$ cat src/rtl/dma_done_irq_pkg.sv
package dma_done_irq_pkg;
  localparam int unsigned NUM_CH   = 8;
  localparam int unsigned WORD_W   = 32;
  localparam int unsigned FLAG_LSB = 10;

  typedef struct packed {
    logic clrPend;  // host read: clear all pending flags
    logic dmaMode;  // DMA draining active: mask fill-level interrupt
  } ctlStrobe_t;
endpackage

$ cat src/rtl/dma_done_irq_ctl.sv
module dma_done_irq_ctl
  import dma_done_irq_pkg::*;
#(
  parameter int unsigned N_CH = NUM_CH
) (
  input  logic            rdEn,
  input  logic            dmaGlobalEn,
  input  logic [N_CH-1:0] dmaChEn,
  output ctlStrobe_t      ctl
);
  logic anyChEn;

  always_comb begin
    anyChEn = |dmaChEn;
    ctl.dmaMode = dmaGlobalEn & anyChEn;
    ctl.clrPend = rdEn;
  end
endmodule

$ cat src/rtl/dma_done_irq_dp.sv
module dma_done_irq_dp
  import dma_done_irq_pkg::*;
#(
  parameter int unsigned N_CH   = NUM_CH,
  parameter int unsigned W      = WORD_W,
  parameter int unsigned LSB    = FLAG_LSB
) (
  input  logic            clk,
  input  logic            rstN,
  input  ctlStrobe_t      ctl,
  input  logic [N_CH-1:0] chLastDone,
  input  logic            fifoAboveThr,
  output logic [W-1:0]    statusWord,
  output logic            irqOut,
  output logic            thrOut
);
  localparam int unsigned MSB = LSB + N_CH - 1;

  initial begin
    if (MSB >= W) $error("flag field does not fit in status word");
  end

  logic [N_CH-1:0] pend;

  // One pending flag per channel; a strobe in a read cycle wins over the clear.
  for (genvar gi = 0; gi < N_CH; gi++) begin : g_flag
    always_ff @(posedge clk) begin
      if (!rstN)
        pend[gi] <= 1'b0;
      else if (chLastDone[gi])
        pend[gi] <= 1'b1;
      else if (ctl.clrPend)
        pend[gi] <= 1'b0;
    end
  end

  always_comb begin
    statusWord = '0;
    statusWord[MSB:LSB] = pend;
    irqOut = |pend;
    thrOut = fifoAboveThr & ~ctl.dmaMode;
  end
endmodule

$ cat src/rtl/dma_done_irq_agg.sv
module dma_done_irq_agg
  import dma_done_irq_pkg::*;
(
  input  logic              clk,
  input  logic              rstN,
  input  logic              dmaGlobalEn,
  input  logic [NUM_CH-1:0] dmaChEn,
  input  logic [NUM_CH-1:0] chLastDone,
  input  logic              fifoAboveThr,
  input  logic              rdEn,
  output logic [WORD_W-1:0] rdData,
  output logic              dmaIrq,
  output logic              fifoThrIrq
);
  ctlStrobe_t ctl;

  dma_done_irq_ctl #(.N_CH(NUM_CH)) u_ctl (
    .rdEn        (rdEn),
    .dmaGlobalEn (dmaGlobalEn),
    .dmaChEn     (dmaChEn),
    .ctl         (ctl)
  );

  dma_done_irq_dp #(.N_CH(NUM_CH), .W(WORD_W), .LSB(FLAG_LSB)) u_dp (
    .clk          (clk),
    .rstN         (rstN),
    .ctl          (ctl),
    .chLastDone   (chLastDone),
    .fifoAboveThr (fifoAboveThr),
    .statusWord   (rdData),
    .irqOut       (dmaIrq),
    .thrOut       (fifoThrIrq)
  );
endmodule

$ cat config.mk
export PLATFORM = sky130hd
export DESIGN_NAME = dma_done_irq_agg
export DESIGN_NICKNAME = d
export VERILOG_FILES = /design/src/rtl/dma_done_irq_pkg.sv /design/src/rtl/dma_done_irq_ctl.sv /design/src/rtl/dma_done_irq_dp.sv /design/src/rtl/dma_done_irq_agg.sv
export SDC_FILE = /design/constraint.sdc
export NUM_CORES = 1
export LEC_CHECK = 0
export ABC_CLOCK_PERIOD_IN_PS = 800
export BUFFER_PORTS_ARGS = -buffer_cell sky130_fd_sc_hd__buf_2
export CAP_MARGIN = 40
export CORE_MARGIN = 4
export CORE_UTILIZATION = 33
export CTS_CLUSTER_SIZE = 25
export DETAILED_ROUTE_END_ITERATION = 16
export GPL_ROUTABILITY_DRIVEN = 0
export HOLD_SLACK_MARGIN = 0.05
export PLACE_DENSITY_LB_ADDON = 0.2
export SYNTH_ARGS = -nofsm -noshare
export SYNTH_HDL_FRONTEND = slang
export SYNTH_SLANG_ARGS = --single-unit
export TNS_END_PERCENT = 50
$ cat constraint.sdc
create_clock -name clk -period 0.8 [get_ports clk]
set_input_delay 0.08 -clock clk [delete_from_list [all_inputs] [get_ports clk]]
set_output_delay 0.08 -clock clk [all_outputs]
set_load 0.02 [all_outputs]
Yosys cells after proc, flatten, opt, wreduce, memory -nomap -nowiden
Cells that the tools add are included. Widths: inputs -> output; s select.

Flip-flop bits (word level): 8. Output and inout bits: 34.

Multiplexer cells: 9. Bitwise operators: 3. Reductions and logical operators: 10.

Operators with widths (count): $reduce_bool 2->1 (8); $reduce_or 8->1 (2); $mux 1 (9); $and 1x1->1 (2); $not 1->1 (1).

Logic depth before layout (Yosys ltp)
Word-level depth: 4. Depth in mapped cells: 3.

Modules after synthesis
A second synthesis with hierarchy kept.

Cell total of the unflattened synthesis: 58. Area total of the unflattened synthesis: 509.2 sq um.

By module, submodules not included: dma_done_irq_dp (instances 1, cells each 54, area an instance 481.7 sq um, sequential area each 160.2 sq um); dma_done_irq_ctl (instances 1, cells each 4, area an instance 27.5 sq um, sequential area each 0.0 sq um).

Least setup slack after synthesis
Ideal clock, no wire load.

Kind: register to output. Start: reg u_dp.pend[6], in the netlist u_dp.statusWord[16]. End: out dmaIrq. Arrival: 0.812 ns. Required time: 0.720 ns. Slack: -0.092 ns. Cell stages (with the launch flop): 3. Buffers on the path: 0. Cells stage by stage: dfxtp_1 > nor4_1 > nand2_1.

Longest elaborated chain between the ends: 1.

Ends and longest elaborated chain: from (decl) (line dma_done_irq_dp.sv:23) `logic [N_CH-1:0] pend;`; from (signal, indexed assignment) (line dma_done_irq_dp.sv:29) `pend[gi] <= 1'b0;`; from (signal, indexed assignment) (line dma_done_irq_dp.sv:31) `pend[gi] <= 1'b1;`; from (signal, indexed assignment) (line dma_done_irq_dp.sv:33) `pend[gi] <= 1'b0;`; $reduce_or 8->1 (line dma_done_irq_dp.sv:40) `irqOut = |pend;`; to (decl) (line dma_done_irq_agg.sv:12) `output logic dmaIrq,`.

Every way passes these cells.

Worst setup path in the final report
Start: reg u_dp.pend[5], in the netlist u_dp.statusWord[15]. End: out dmaIrq.

Same word-level chain as after synthesis.

==> results list <==
- Worst ir drop on vdd: 0.00107 V
- Cell with the most instances after synthesis: buf_4
- Result of the run: finished, violations left
* Post-layout total power: 1.18 mW
- For this run, design rule violations remaining after detail routing come to 0.
* Logic depth of the worst setup path including buffers: 3
* Cell Rows: 13
- Sequential elements use 31.8% of the synthesized area.
* First-pass GRT wire length: 1.75 mm
- The Yosys step of the flow raised 0 warnings.
* Core region area: 0.00137 sq mm
- Number of distinct standard cells referenced by the synthesized netlist: 10
- Clock tree synthesis inserted a total of 3 buffers.
* Total routing resource utilization after global routing: 11.4%
- The final critical path takes up 144% of the cycle.
- The clock reaches the later pin of the worst-skew pair after 240 ps.
* Unrepaired setup endpoints after global routing: yes
* # nets final: 126
* Sum Neg Setup Slack: -1430 ps
- The routed design has 1.31 mm of wire.
- On the critical path, the stage with the largest delay is an instance of dfxtp_2.
- Once placement completed, the tool counted placed cells totaling 105.
- The total overflow left after global routing is 0.
* Worst Reg2Reg Path Length in Cells: 5
- Worst-path cell chain: nor4_2, nand2_1, buf_6
- Via/cell ratio: 4.02
- Power density relative to cell area: 1320 mW/mm^2
- Input/output buffers: 30
* Timing startpoint of the critical path: u_dp.statusWord[15]$_SDFFE_PN0P_
- The root buffer cell chosen for the clock tree is clkbuf_4.
- # IOs: 55
- The worst setup path is launched from a flip-flop.
- Highest attainable clock frequency: 870 MHz
- The tree built by TritonCTS fans out to 8 sinks.
- Sorting the synthesized cells by area gives the leading types as buf_4, dfxtp_1, o21a_1.
- The post-route netlist has 51.5% of its cells at a drive strength greater than 1.
* Maximum clock path buffer count: 2
- Buffers plus inverters on the worst setup path: 1
- Initial core utilization: 36.9%
- The register with the most flip-flops in the layout has 8 of them.
* Critical path data required time: 720 ps
- Tightest Hold Check Type: in -> reg
* Area of the mapped netlist: 504 sq um
- In the final routed layout, each cell accounts on average for 11.1 microns.
- Post-detail-place hpwl: 882 microns
- Number of instances in the synthesized netlist: 57
* Crit Path Class: reg -> out
- Setup violations remaining at the end of the flow were counted as 13.
* Most instantiated cells after synthesis: buf_4, dfxtp_1, o21a_1
- STA puts the critical path data arrival time at 1070 ps.
* Vias in the first global route: 443
- Least setup slack across all paths after layout: -350 ps
* Total number of vias: 474
- Post-synthesis average cell area: 8.85 sq um
- Max FO, Critical Path: 2
* Failing checks: negative setup slack
- The die is 47.1 microns wide.
- Capture point of the worst path: dmaIrq
* EDFF count, synth: 0
- The worst setup path is captured at an output port.
* Worst-path clk slew: 50 ps
* Predominant post-synthesis flop cell: dfxtp_1
- On the critical path the largest part of the delay comes from simple AND/OR/NAND/NOR gates.
* Die footprint: 0.00222 sq mm
- The top cell type by area accounts for 35.7% of the synthesized area.
- In the synthesized netlist the async set-or-reset flop fraction comes to 0%.
- Max-slew violation total from the final report: 0
* TritonCTS clock tree: yes
* Static leakage: 0.451 nW
* Number of iterations in the first detailed-routing pass: 1
- Final-report hold violation count: 0
* Fillers: 109
- Total area of sequential cells: 170 sq um
- The count of nets left with antenna violations once routing finished came out at 0.
- The area growth from synthesis to layout is 77.9%.
- Once layout is complete, the cells apart from fillers number 118.
* Flip-flop and latch count after synthesis: 8
- Worst flop-to-flop path endpoint: u_dp.statusWord[15]$_SDFFE_PN0P_
* Worst stage delay on the critical path: 320 ps
- CTS built an H-tree with a depth of 1.
* Number of antenna violations at the first check in global routing: 0
- The worst register-to-register path has a setup slack of -250 ps.
- Startpoint of the worst-slack reg-to-reg timing path: u_dp.statusWord[15]$_SDFFE_PN0P_
- Die boundary height: 47.1 microns
* Combined area of the multi-input logic cells: 293 sq um
* Largest net degree at the start of global routing: 9
* Yosys top cell by area: buf_4
- Counting I/O delays and the setup requirement, the final critical path takes 1150 ps.
* Worst slack on hold paths: 131 ps
- In this run, the number of DRC markers left after iteration 0 of detailed routing was 0.
- Across the run, the number of max-cap violations was 0.
* Worst-case setup slack after placement: -145 ps
- 0 antenna diodes ended up in the layout.
- Maximum clock skew at final layout: 0 ps
## logic make-up after synthesis
group / after synthesis / share of synthesized area [%]
other cells: 1 / 0.744
simple gates: 14 / 17.6
buf+inv: 25 / 36.5
flops: 8 / 31.8
compound gates: 9 / 13.4
## worst min-delay path by stage
| stage | cells past startpoint | to | startpoint |
|---|---|---|---|
| floorplan | 1 | u_dp.statusWord[11]$_SDFFE_PN0P_ | chLastDone[1] |
| global route | 2 | u_dp.statusWord[14]$_SDFFE_PN0P_ | rstN |
| global placement | 2 | u_dp.statusWord[11]$_SDFFE_PN0P_ | chLastDone[1] |
| finish | 2 | u_dp.statusWord[11]$_SDFFE_PN0P_ | rstN |
| detailed placement | 2 | u_dp.statusWord[17]$_SDFFE_PN0P_ | chLastDone[7] |
| CTS | 2 | u_dp.statusWord[11]$_SDFFE_PN0P_ | rstN |
## routing by layer
layer	GRT usage (%)	vias to the layer above	routed length, microns
li1	-	232	-
met1	9.66	204	383
met4	3.31	0	0
met5	0	-	0
met2	24.4	38	708
met3	3.45	0	216
## metrics by stage
stage	util (%)	area [sq um]
2_1_floorplan	-	596
3_3_place_gp	45.2	618
3_5_place_dp	45.2	618
4_1_cts	63.1	862
5_1_grt	65.7	897
6_report	65.7	897
## cell type report
class / instances / share of cell area [%]
timing repair buffer: 45 / 43.8
multi-input combinational: 47 / 32.6
clock buffer: 3 / 2.51
tap: 15 / 2.09
sequential: 8 / 19.0
## layout by cell type (no fill, tap or decap), drive strengths merged
cell type,n
nor4,4
o21a,8
clkbuf,3
nand2,2
a21boi,1
and2b,5
buf,37
dfxtp,8
nor2b,3
conb,24
dlygate4sd3,8
## report_power, final
group	internal [mW]	switching, mW
clock network	0.171	0.125
logic	0.208	0.221
registers	0.431	0.0237
## what timing repair did
item	in CTS	in global routing
resized for setup	35	7
endpoints found under the hold margin	8	0
pin swaps	6	3
setup buffers	2	1
setup endpoints to repair	15	15
hold buffers	8	0
gates cloned	0	0
Power figures use the tool's default switching activity.
